## config.mk

```make
export PLATFORM = sky130hd
export DESIGN_NAME = spm_ctrl_seq
export DESIGN_NICKNAME = d
export VERILOG_FILES = /design/src/rtl/spm_seq_pkg.sv /design/src/rtl/spm_seq_wr_decode.sv /design/src/rtl/spm_seq_win_cnt.sv /design/src/rtl/spm_seq_irq_gate.sv /design/src/rtl/spm_ctrl_seq.sv
export SDC_FILE = /design/constraint.sdc
export NUM_CORES = 1
export LEC_CHECK = 0
export CELL_PAD_IN_SITES_DETAIL_PLACEMENT = 2
export CELL_PAD_IN_SITES_GLOBAL_PLACEMENT = 2
export CORE_ASPECT_RATIO = 0.9
export CORE_MARGIN = 3
export CORE_UTILIZATION = 19
export DETAILED_ROUTE_END_ITERATION = 10
export GPL_ROUTABILITY_DRIVEN = 0
export GPL_TIMING_DRIVEN = 0
export PLACE_DENSITY_LB_ADDON = 0.2
export SYNTH_ARGS = -nofsm -noshare
export SYNTH_HDL_FRONTEND = slang
export SYNTH_SLANG_ARGS = --single-unit
```

## constraint.sdc

```tcl
create_clock -name clk -period 1.4 [get_ports clk]
set_input_delay 0.42 -clock clk [delete_from_list [all_inputs] [get_ports clk]]
set_output_delay 0.42 -clock clk [all_outputs]
set_load 0.02 [all_outputs]
```

## src/rtl/spm_seq_pkg.sv

```systemverilog
package spm_seq_pkg;
    typedef enum logic [2:0] {
        ST_IDLE,
        ST_ARM_WRT,
        ST_ARM_ERS,
        ST_ARM_BLB,
        ST_OP_WAIT,
        ST_OP_RUN
    } seq_state_e;

    typedef enum logic [1:0] {
        CMD_NONE,
        CMD_WRT,
        CMD_ERS,
        CMD_BLB
    } cmd_e;

    localparam int BIT_IE  = 7;
    localparam int BIT_RRE = 4;
    localparam int BIT_BLB = 3;
    localparam int BIT_WRT = 2;
    localparam int BIT_ERS = 1;
    localparam int BIT_EN  = 0;
endpackage

```

## src/rtl/spm_seq_wr_decode.sv

```systemverilog
module spm_seq_wr_decode
    import spm_seq_pkg::*;
#(
    parameter int          ADDR_W   = 6,
    parameter int          DATA_W   = 8,
    parameter logic [5:0]  REG_ADDR = 6'h37
) (
    input  logic [ADDR_W-1:0] io_addr,
    input  logic              io_we,
    input  logic [DATA_W-1:0] io_wdata,
    output logic              hit_wr,
    output cmd_e              arm_cmd
);
    logic [1:0] n_cmd;

    always_comb begin
        hit_wr  = io_we && (io_addr == ADDR_W'(REG_ADDR));
        n_cmd   = 2'(io_wdata[BIT_BLB]) + 2'(io_wdata[BIT_WRT]) + 2'(io_wdata[BIT_ERS]);
        arm_cmd = CMD_NONE;
        if (hit_wr && io_wdata[BIT_EN] && (n_cmd == 2'd1)) begin
            if (io_wdata[BIT_WRT])      arm_cmd = CMD_WRT;
            else if (io_wdata[BIT_ERS]) arm_cmd = CMD_ERS;
            else                        arm_cmd = CMD_BLB;
        end
    end
endmodule

```

## src/rtl/spm_seq_win_cnt.sv

```systemverilog
module spm_seq_win_cnt #(
    parameter int CNT_W = 3
) (
    input  logic             clk,
    input  logic             rst_n,
    input  logic             load,
    input  logic [CNT_W-1:0] load_val,
    input  logic             tick,
    output logic             last
);
    logic [CNT_W-1:0] cnt_q;

    always_ff @(posedge clk or negedge rst_n) begin
        if (!rst_n)                   cnt_q <= '0;
        else if (load)                cnt_q <= load_val;
        else if (tick && cnt_q != '0) cnt_q <= cnt_q - 1'b1;
    end

    assign last = (cnt_q == CNT_W'(1));
endmodule

```

## src/rtl/spm_seq_irq_gate.sv

```systemverilog
module spm_seq_irq_gate (
    input  logic ie,
    input  logic gie,
    input  logic idle,
    input  logic ee_busy,
    input  logic flash_busy,
    output logic irq
);
    assign irq = ie && gie && idle && !ee_busy && !flash_busy;
endmodule

```

## src/rtl/spm_ctrl_seq.sv

```systemverilog
module spm_ctrl_seq
    import spm_seq_pkg::*;
#(
    parameter int         ADDR_W   = 6,
    parameter int         DATA_W   = 8,
    parameter logic [5:0] REG_ADDR = 6'h37,
    parameter int         PGM_WIN  = 4,
    parameter int         LOCK_WIN = 3
) (
    input  logic              clk,
    input  logic              rst_n,
    input  logic [ADDR_W-1:0] io_addr,
    input  logic              io_we,
    input  logic [DATA_W-1:0] io_wdata,
    output logic [DATA_W-1:0] io_rdata,
    input  logic              spm_stb,
    input  logic              lpm_stb,
    input  logic              z0,
    input  logic              gie,
    input  logic              ee_busy,
    input  logic              flash_busy,
    input  logic              buf_filling,
    output logic              page_write_o,
    output logic              page_erase_o,
    output logic              lock_set_o,
    output logic              cfg_rd_o,
    output logic              cfg_sel_o,
    output logic              buf_clear_o,
    output logic              irq_o
);
    localparam int WIN_MAX = (PGM_WIN > LOCK_WIN) ? PGM_WIN : LOCK_WIN;
    localparam int CNT_W   = $clog2(WIN_MAX + 1);

    seq_state_e state_q, state_nx;
    cmd_e       cmd_q, arm_cmd;
    logic       ie_q, rre_q, clr_q;
    logic       hit_wr, win_last, win_load, win_tick, idle;
    logic [CNT_W-1:0] win_len;

    spm_seq_wr_decode #(
        .ADDR_W  (ADDR_W),
        .DATA_W  (DATA_W),
        .REG_ADDR(REG_ADDR)
    ) u_dec (
        .io_addr (io_addr),
        .io_we   (io_we),
        .io_wdata(io_wdata),
        .hit_wr  (hit_wr),
        .arm_cmd (arm_cmd)
    );

    assign idle     = (state_q == ST_IDLE);
    assign win_load = idle && (arm_cmd != CMD_NONE);
    assign win_len  = (arm_cmd == CMD_BLB) ? CNT_W'(LOCK_WIN) : CNT_W'(PGM_WIN);
    assign win_tick = (state_q == ST_ARM_WRT) || (state_q == ST_ARM_ERS) ||
                      (state_q == ST_ARM_BLB);

    spm_seq_win_cnt #(.CNT_W(CNT_W)) u_win (
        .clk     (clk),
        .rst_n   (rst_n),
        .load    (win_load),
        .load_val(win_len),
        .tick    (win_tick),
        .last    (win_last)
    );

    spm_seq_irq_gate u_irq (
        .ie        (ie_q),
        .gie       (gie),
        .idle      (idle),
        .ee_busy   (ee_busy),
        .flash_busy(flash_busy),
        .irq       (irq_o)
    );

    // next-state logic
    always_comb begin
        state_nx = state_q;
        unique case (state_q)
            ST_IDLE: begin
                unique case (arm_cmd)
                    CMD_WRT:  state_nx = ST_ARM_WRT;
                    CMD_ERS:  state_nx = ST_ARM_ERS;
                    CMD_BLB:  state_nx = ST_ARM_BLB;
                    default:  state_nx = ST_IDLE;
                endcase
            end
            ST_ARM_WRT, ST_ARM_ERS: begin
                if (spm_stb)       state_nx = ST_OP_WAIT;
                else if (win_last) state_nx = ST_IDLE;
            end
            ST_ARM_BLB: begin
                if (spm_stb)       state_nx = ST_OP_WAIT;
                else if (lpm_stb)  state_nx = ST_IDLE;
                else if (win_last) state_nx = ST_IDLE;
            end
            ST_OP_WAIT: if (flash_busy)  state_nx = ST_OP_RUN;
            ST_OP_RUN:  if (!flash_busy) state_nx = ST_IDLE;
            default:    state_nx = ST_IDLE;
        endcase
    end

    // state and register bits
    always_ff @(posedge clk or negedge rst_n) begin
        if (!rst_n) begin
            state_q <= ST_IDLE;
            cmd_q   <= CMD_NONE;
            ie_q    <= 1'b0;
            rre_q   <= 1'b0;
            clr_q   <= 1'b0;
        end else begin
            state_q <= state_nx;
            if (state_nx == ST_IDLE) cmd_q <= CMD_NONE;
            else if (idle)           cmd_q <= arm_cmd;
            if (hit_wr) begin
                ie_q  <= io_wdata[BIT_IE];
                rre_q <= io_wdata[BIT_RRE];
            end
            clr_q <= hit_wr && io_wdata[BIT_RRE] && buf_filling;
        end
    end

    // outputs
    always_comb begin
        page_write_o = 1'b0;
        page_erase_o = 1'b0;
        lock_set_o   = 1'b0;
        cfg_rd_o     = 1'b0;
        unique case (state_q)
            ST_ARM_WRT: page_write_o = spm_stb;
            ST_ARM_ERS: page_erase_o = spm_stb;
            ST_ARM_BLB: begin
                lock_set_o = spm_stb;
                cfg_rd_o   = lpm_stb && !spm_stb;
            end
            default: ;
        endcase
        cfg_sel_o   = cfg_rd_o && z0;
        buf_clear_o = clr_q;
        io_rdata    = '0;
        if (io_addr == ADDR_W'(REG_ADDR)) begin
            io_rdata[BIT_IE]  = ie_q;
            io_rdata[BIT_RRE] = rre_q;
            io_rdata[BIT_BLB] = (cmd_q == CMD_BLB);
            io_rdata[BIT_WRT] = (cmd_q == CMD_WRT);
            io_rdata[BIT_ERS] = (cmd_q == CMD_ERS);
            io_rdata[BIT_EN]  = !idle;
        end
    end
endmodule

```

==> summary.txt, run 1 <==
Route
  – 1st-pass router iterations: 4
  – Final wirelength: 3140 um
  – DRC violations left: 0
  – WL/cell: 16.4 um
  – Via count: 860
  – Vias per inst: 4.48
  – Antenna Nets Post-Route: 0
  – Number of DRC markers in iteration 0: 29

Finish
  – Share of layout cells above drive strength 1: 61.0%
  – Fill cells: 419
  – Nets: 175
  – Finished Cell Area: 1600 sq um
  – N_diodes: 0
  – Area grow syn2layout: 108%

Synthesis
  – Mux share of post-synthesis cell area: 10.7%
  – Synth area leader: dfrtp_1
  – Simple-gate share of the synthesized area: 28.8%
  – Yosys warns: 0
  – Largest cells by area after synthesis: dfrtp_1 36%, ha_1 4.9%, nand2_1 4.9%
  – Post-synth EDFFs: 0
  – Adder-Cell Fraction of Synth Area: 7.48%
  – Main synth FF type: dfrtp_1
  – Synth Instances: 83
  – Share of flip-flops with an asynchronous set or reset: 100%
  – Synth cell types: 33
  – Post-synthesis compound-gate area fraction: 8.62%
  – Largest family of logic cells by synthesized area: simple AND/OR/NAND/NOR gates
  – Average size of a mapped cell: 9.27 sq um
  – Post-synth top cells: 11 x dfrtp_1, 10 x nand2_1, 9 x inv_1
  – Seq/Total Area, Yosys: 35.8%
  – Post-synthesis cell area: 769 sq um
  – Flops & latches, synth: 11
  – Yosys top cell area share: 35.8%
  – Most common cell in the netlist: dfrtp_1
  – Synth Area in XOR/XNOR: 1.14%

Placement
  – Post-Place Setup Slack: -1.16 ns
  – Port Buffer Count: 34
  – Post-place instance area: 1260 sq um
  – HPWL after DPL: 2060 um

Timing
  – Setup ws final: -0.448 ns
  – Fin Clk Skew: 0.00146 ns
  – Hold Slack: 0.450 ns
  – RSZ-0062 raised after global routing: true
  – Minimum clock period: 1.85 ns
  – Pins Over Slew Limit: 0
  – Final number of setup-violating endpoints: 21
  – Fmax: 541 MHz
  – Fin. Hold Viols: 0
  – Fin crit share: 132%

Global route
  – Antenna violations before repair: 0
  – First-pass GRT wire length: 4870 um
  – Met3 Usage GRT: 1.98%
  – Global Route Usage Sum: 13.5%
  – Largest net degree at the start of global routing: 12
  – Top Usage Layer GRT: met2
  – Number of global-route vias before repair: 949
  – Met2 global-route usage: 23.9%
  – M1 GR Usage: 16.9%
  – GR Overflow Total: 0

CTS
  – Root Buffer: clkbuf_8
  – CTS Buffer Depth: 2
  – Clock latency on the worst-skew pair: 0.24 ns
  – CTS Buf Count: 3
  – Clock sinks: 11
  – CTS H-Tree Depth: 1
  – Hold-fix buffers at CTS: 0
  – Clock tree from TritonCTS: yes
  – Clock transition at the registers of the reported paths: 0.05 ns

Die
  – # IOs: 39
  – Die area: 4850 sq um
  – Initial core utilization: 20.2%
  – Die width: 73.1 um
  – Core region area: 3810 sq um
  – Row cnt: 21
  – Die span in y: 66.4 um

Hold path
  – Worst Hold Class: in -> reg

Worst setup path
  – Critical-path maximum fanout: 5
  – Critical Path AT: 1.43 ns
  – Reg2Reg Setup Slack: -0.29 ns
  – Worst setup path category: reg -> out
  – Startpoint types: flip-flop
  – Worst Path Required: 0.98 ns
  – Crit. End Element: primary output

Run
  – Max-cap violations: 0

Power and ir drop
  – VDD IR max: 0.411 mV
  – Leakage power: 0.748 nW
  – PwrDens: 1180 nW/um^2

Run status
  – Failing checks: setup timing
  – Status: complete, but fails checks
power by group:
part	switching (mW)	total [mW]	internal, mW	leakage, nW
Combinational	0.500	1.09	0.589	0.586
Clock	0.127	0.327	0.201	0.0228
Sequential	0.0629	0.465	0.402	0.140
Total	0.689	1.88	1.19	0.748
layout by cell type (no fill, tap or decap), drive strengths merged, types with 2 or more instances in the layout:
| master | synthesis | routed |
|---|---|---|
| buf | 3 | 46 |
| dfrtp | 11 | 11 |
| clkdlybuf4s50 | 0 | 10 |
| nand2 | 10 | 10 |
| inv | 9 | 9 |
| nor2 | 8 | 8 |
| nor3 | 6 | 6 |
| dlygate4sd2 | 0 | 5 |
| mux2 | 4 | 4 |
| clkbuf | 0 | 4 |
| and2 | 3 | 3 |
| mux2i | 3 | 3 |
| ha | 3 | 3 |
| o22ai | 3 | 3 |
| conb | 1 | 2 |
| nand2b | 2 | 2 |
| o21ai | 2 | 2 |
metal layers:
layer	up-vias	routed length [um]	part of all wire [%]
met4	0	22	0.70
met3	2	100	3.2
met1	431	1350	43
li1	407	-	-
met5	-	0	0
met2	20	1680	53
critical path, cell delays in order, from the launching register on:
cell	delay, ns
dfrtp_1	0.39
buf_6	0.14
or3_4	0.35
nor4_4	0.13
buf_4	0.18
timing repair:
| item | CTS | global route |
|---|---|---|
| setup endpoints to repair | 23 | 21 |
| pin swaps | 17 | 10 |
| setup buffers | 21 | 5 |
| resized for setup | 129 | 11 |
sequential cells by signal, summed over array words and instances, names as in the netlist:
name,count
ie_q,1
state_q,3
u_win.cnt_q,3
cmd_q,2
rre_q,1
buf_clear_o,1
final timing paths:
| kind | startpoint | endpoint | cells past startpoint |
|---|---|---|---|
| setup reg to reg | state_q[2] | u_win.cnt_q[1] | 6 |
| hold / removal | io_wdata[2] | state_q[1] | 2 |
| setup / recovery | state_q[2] | irq_o | 4 |
| hold reg to reg | rre_q | rre_q | 1 |
| min in group asynchronous | rst_n | cmd_q[0] | 1 |
| max in group asynchronous | rst_n | state_q[1] | 1 |
area by class of cell:
class | count | area, sq um | share of cell area [%]
flip-flops and latches | 11 | 278 | 17.4
clock buffers | 4 | 45.0 | 2.82
repair buffers | 58 | 529 | 33.1
well taps | 46 | 57.6 | 3.60
plain buffers | 3 | 26.3 | 1.64
multi-input cells | 61 | 621 | 38.8
inverters | 9 | 41.3 | 2.58
cell families after synthesis:
kind of cell             after synthesis
AND/OR/NAND/NOR                       38
buffers and inverters                 12
flip-flops                            11
AO/OA/AOI/OAI                          9
multiplexers                           7
adder cells (fa/ha/maj)                4
other                                  1
XOR/XNOR                               1
per-stage QoR:
step / utilization [%] / power, mW / cells / setup TNS [ns]
finish: 41.9 / 1.88 / 192 / -5.93
global route: 41.9 / 2.02 / 192 / -7.46
CTS: 40.1 / 1.80 / 189 / -5.32
detailed placement: 33.0 / 1.21 / 164 / -19.97
global placement: 33.0 / 1.18 / 164 / -19.45
floorplan: - / 0.983 / 84 / -2.44
No activity file was read; power rests on OpenSTA's default activity.
==> inputs of run 2 (changes only) <==
--- a/config.mk
+++ b/config.mk
@@ -17,3 +17,4 @@
 export SYNTH_ARGS = -nofsm -noshare
 export SYNTH_HDL_FRONTEND = slang
 export SYNTH_SLANG_ARGS = --single-unit
+export TNS_END_PERCENT = 100
==> results of run 2 <==
No change in the layout: final DEF, timing and power equal those of run 1.
==> inputs of run 3 (changes only) <==
--- a/config.mk
+++ b/config.mk
@@ -9,10 +9,11 @@
 export CELL_PAD_IN_SITES_GLOBAL_PLACEMENT = 2
 export CORE_ASPECT_RATIO = 0.9
 export CORE_MARGIN = 3
-export CORE_UTILIZATION = 19
+export CORE_UTILIZATION = 23
 export DETAILED_ROUTE_END_ITERATION = 10
 export GPL_ROUTABILITY_DRIVEN = 0
 export GPL_TIMING_DRIVEN = 0
+export HOLD_SLACK_MARGIN = 0.05
 export PLACE_DENSITY_LB_ADDON = 0.2
 export SYNTH_ARGS = -nofsm -noshare
 export SYNTH_HDL_FRONTEND = slang
==> constraint.sdc (replaced) <==
create_clock -name clk -period 2.25 [get_ports clk]
set_input_delay 0.675 -clock clk [delete_from_list [all_inputs] [get_ports clk]]
set_output_delay 0.675 -clock clk [all_outputs]
set_load 0.02 [all_outputs]
==> run 3 against run 2 <==
The run now ends clean. Clock power decreased by 38%. Combinational power decreased by 58%. Register-to-register slack improved by 0.90 ns. Core utilization decreased by 1.6 points. First-iteration DRC count decreased by 76%. Via count decreased by 10%. Critical path depth decreased by 1. Power decreased by 49%. Setup slack improved by 0.49 ns. Clock skew increased by 0.0014 ns. Routed wire length decreased by 12%. Hold slack improved by 0.068 ns.
==> summary.txt, run 3 (synthesized netlist as in run 1, its figures left out) <==
Route
  – Vias per inst: 4.49
  – Via count: 773
  – Antenna Nets Post-Route: 0
  – Number of DRC markers in iteration 0: 7
  – WL/cell: 16.2 um
  – 1st-pass router iterations: 3
  – Final wirelength: 2780 um
  – DRC violations left: 0

Die
  – Row cnt: 19
  – Core region area: 3140 sq um
  – Die width: 67.0 um
  – Die span in y: 60.9 um
  – # IOs: 39
  – Die area: 4080 sq um
  – Initial core utilization: 24.5%

Finish
  – Nets: 159
  – Reg area: 279 sq um
  – Multi-input logic area: 483 sq um
  – Fin util: 40.4%
  – Top flop regs: state_q: 3 flops, u_win.cnt_q: 3 flops, cmd_q: 2 flops
  – N_diodes: 0
  – Non-Filler Instances: 172
  – Fill cells: 365
  – Commonest non-fill, non-tap cell in the layout: buf_4
  – Commonest non-fill, non-tap cells in the layout: 13 x buf_4, 10 x clkdlybuf4s50_1, 8 x nand2_1, 8 x dfrtp_1
  – Area grow syn2layout: 64.6%
  – Share of layout cells above drive strength 1: 40.8%

Power and ir drop
  – Cell internal pwr: 0.612 mW
  – Comb pwr share: 47.4%
  – Sw frac: 36.7%
  – Net Sw Power: 0.355 mW
  – Power Total: 0.967 mW
  – Seq pwr share: 31.6%
  – Clk pwr share: 21.1%
  – VDD IR max: 0.290 mV
  – PwrDens: 764 nW/um^2
  – Leakage power: 0.596 nW

CTS
  – Clock sinks: 11
  – Root Buffer: clkbuf_8
  – Clock transition at the registers of the reported paths: 0.05 ns
  – CTS Buf Count: 3
  – CTS H-Tree Depth: 1
  – CTS Buffer Depth: 2
  – Hold-fix buffers at CTS: 0
  – Clock latency on the worst-skew pair: 0.24 ns
  – Clock tree from TritonCTS: yes

Timing
  – RSZ-0062 raised after global routing: false
  – Minimum clock period: 2.20 ns
  – Final number of setup-violating endpoints: 0
  – Hold Slack: 0.518 ns
  – Tightest Pin Transition: 0.506 ns
  – Pins Over Slew Limit: 0
  – TNS Setup: 0 ns
  – Fmax: 454 MHz
  – Max-slew headroom at the worst pin: 66.2%
  – Fin Clk Skew: 0.00286 ns
  – Fin. Hold Viols: 0
  – Fin crit share: 98.0%

Global route
  – Antenna violations before repair: 0
  – Largest net degree at the start of global routing: 12
  – Global Route Usage Sum: 14.7%
  – Number of global-route vias before repair: 875
  – GR Overflow Total: 0
  – First-pass GRT wire length: 4400 um

Worst setup path
  – Slowest stage delay, CP: 0.42 ns
  – Worst setup path category: in -> out
  – CP delay by family, top: buffers and inverters
  – WP buf/inv: 2
  – Startpoint types: primary input
  – Critical-path maximum fanout: 1
  – Critical Path AT: 1.53 ns
  – Worst Path Required: 1.57 ns
  – Crit-path slowest cell: clkdlybuf4s50_1
  – Crit. End Element: primary output
  – CP cell instances: clkdlybuf4s50_1 -> nor4_2 -> buf_4

Hold path
  – Worst Hold Class: reg -> reg

Placement
  – Port Buffer Count: 34
  – Placed insts: 160
  – HPWL after DPL: 1970 um

Run
  – Max-cap violations: 0

Run status
  – Status: finished clean
## run 3: cell types whose count changed in the layout (fill, tap and decap cells not counted), moves of 3 or more
cell | before | now
clkbuf_2 | 0 | 3
nor3_1 | 0 | 3
nand2_4 | 3 | 0
nand2_1 | 5 | 8
and2_4 | 3 | 0
buf_6 | 21 | 4
nor3_4 | 3 | 0
and2_1 | 0 | 3
buf_4 | 20 | 13
## run 3: per-stage QoR
step	setup WS (ns)	area, sq um
floorplan	0.126	785
global placement	-0.758	1180
detailed placement	-0.787	1180
CTS	0.00133	1240
global route	0.000862	1270
finish	0.0458	1270
## run 3: metal layers
layer  vias to the layer above  routed length (um)  GRT usage (%)
li1                        375                   -              -
met1                       368                1140           18.3
met2                        27                1440           25.4
met3                         3                 168           3.15
met4                         0                  35           5.20
met5                         -                   0              0
## run 3: worst register-to-register path, stage by stage, from the launching register on
cell	delay (ns)
dfrtp_2	0.43
buf_4	0.16
nor3_2	0.22
and4b_2	0.29
nand3_4	0.12
mux2_4	0.32
## run 3: area by class of cell
class / instances / share of cell area [%]
flip-flops and latches: 11 / 22.0
clock buffers: 4 / 3.56
well taps: 42 / 4.15
inverters: 9 / 2.67
plain buffers: 2 / 1.19
multi-input cells: 61 / 38.1
repair buffers: 43 / 28.3
## run 3: power groups by stage
stage	Combinational (mW)	Sequential [mW]	Clock (mW)
6_report	0.458	0.305	0.204
5_1_grt	0.509	0.318	0.221
4_1_cts	0.444	0.303	0.211
3_5_place_dp	0.409	0.297	0
3_3_place_gp	0.391	0.294	0
2_1_floorplan	0.288	0.282	0
## run 3: final timing paths
kind                       startpoint              to  slack (ns)  depth (start not counted)
max                           ee_busy           irq_o        0.05                          3
max reg2reg                state_q[2]  u_win.cnt_q[1]        0.61                          5
min                             rre_q           rre_q        0.52                          1
min in group asynchronous       rst_n            ie_q        0.77                          1
max in group asynchronous       rst_n      state_q[2]        1.11                          1
min reg2reg                     rre_q           rre_q        0.52                          1
## run 3: what timing repair did
item                                    4_1_cts  5_1_grt
setup buffers                                 7        2
pin swaps                                     8        5
endpoints found under the setup margin       19       12
gates resized for setup                      79       13
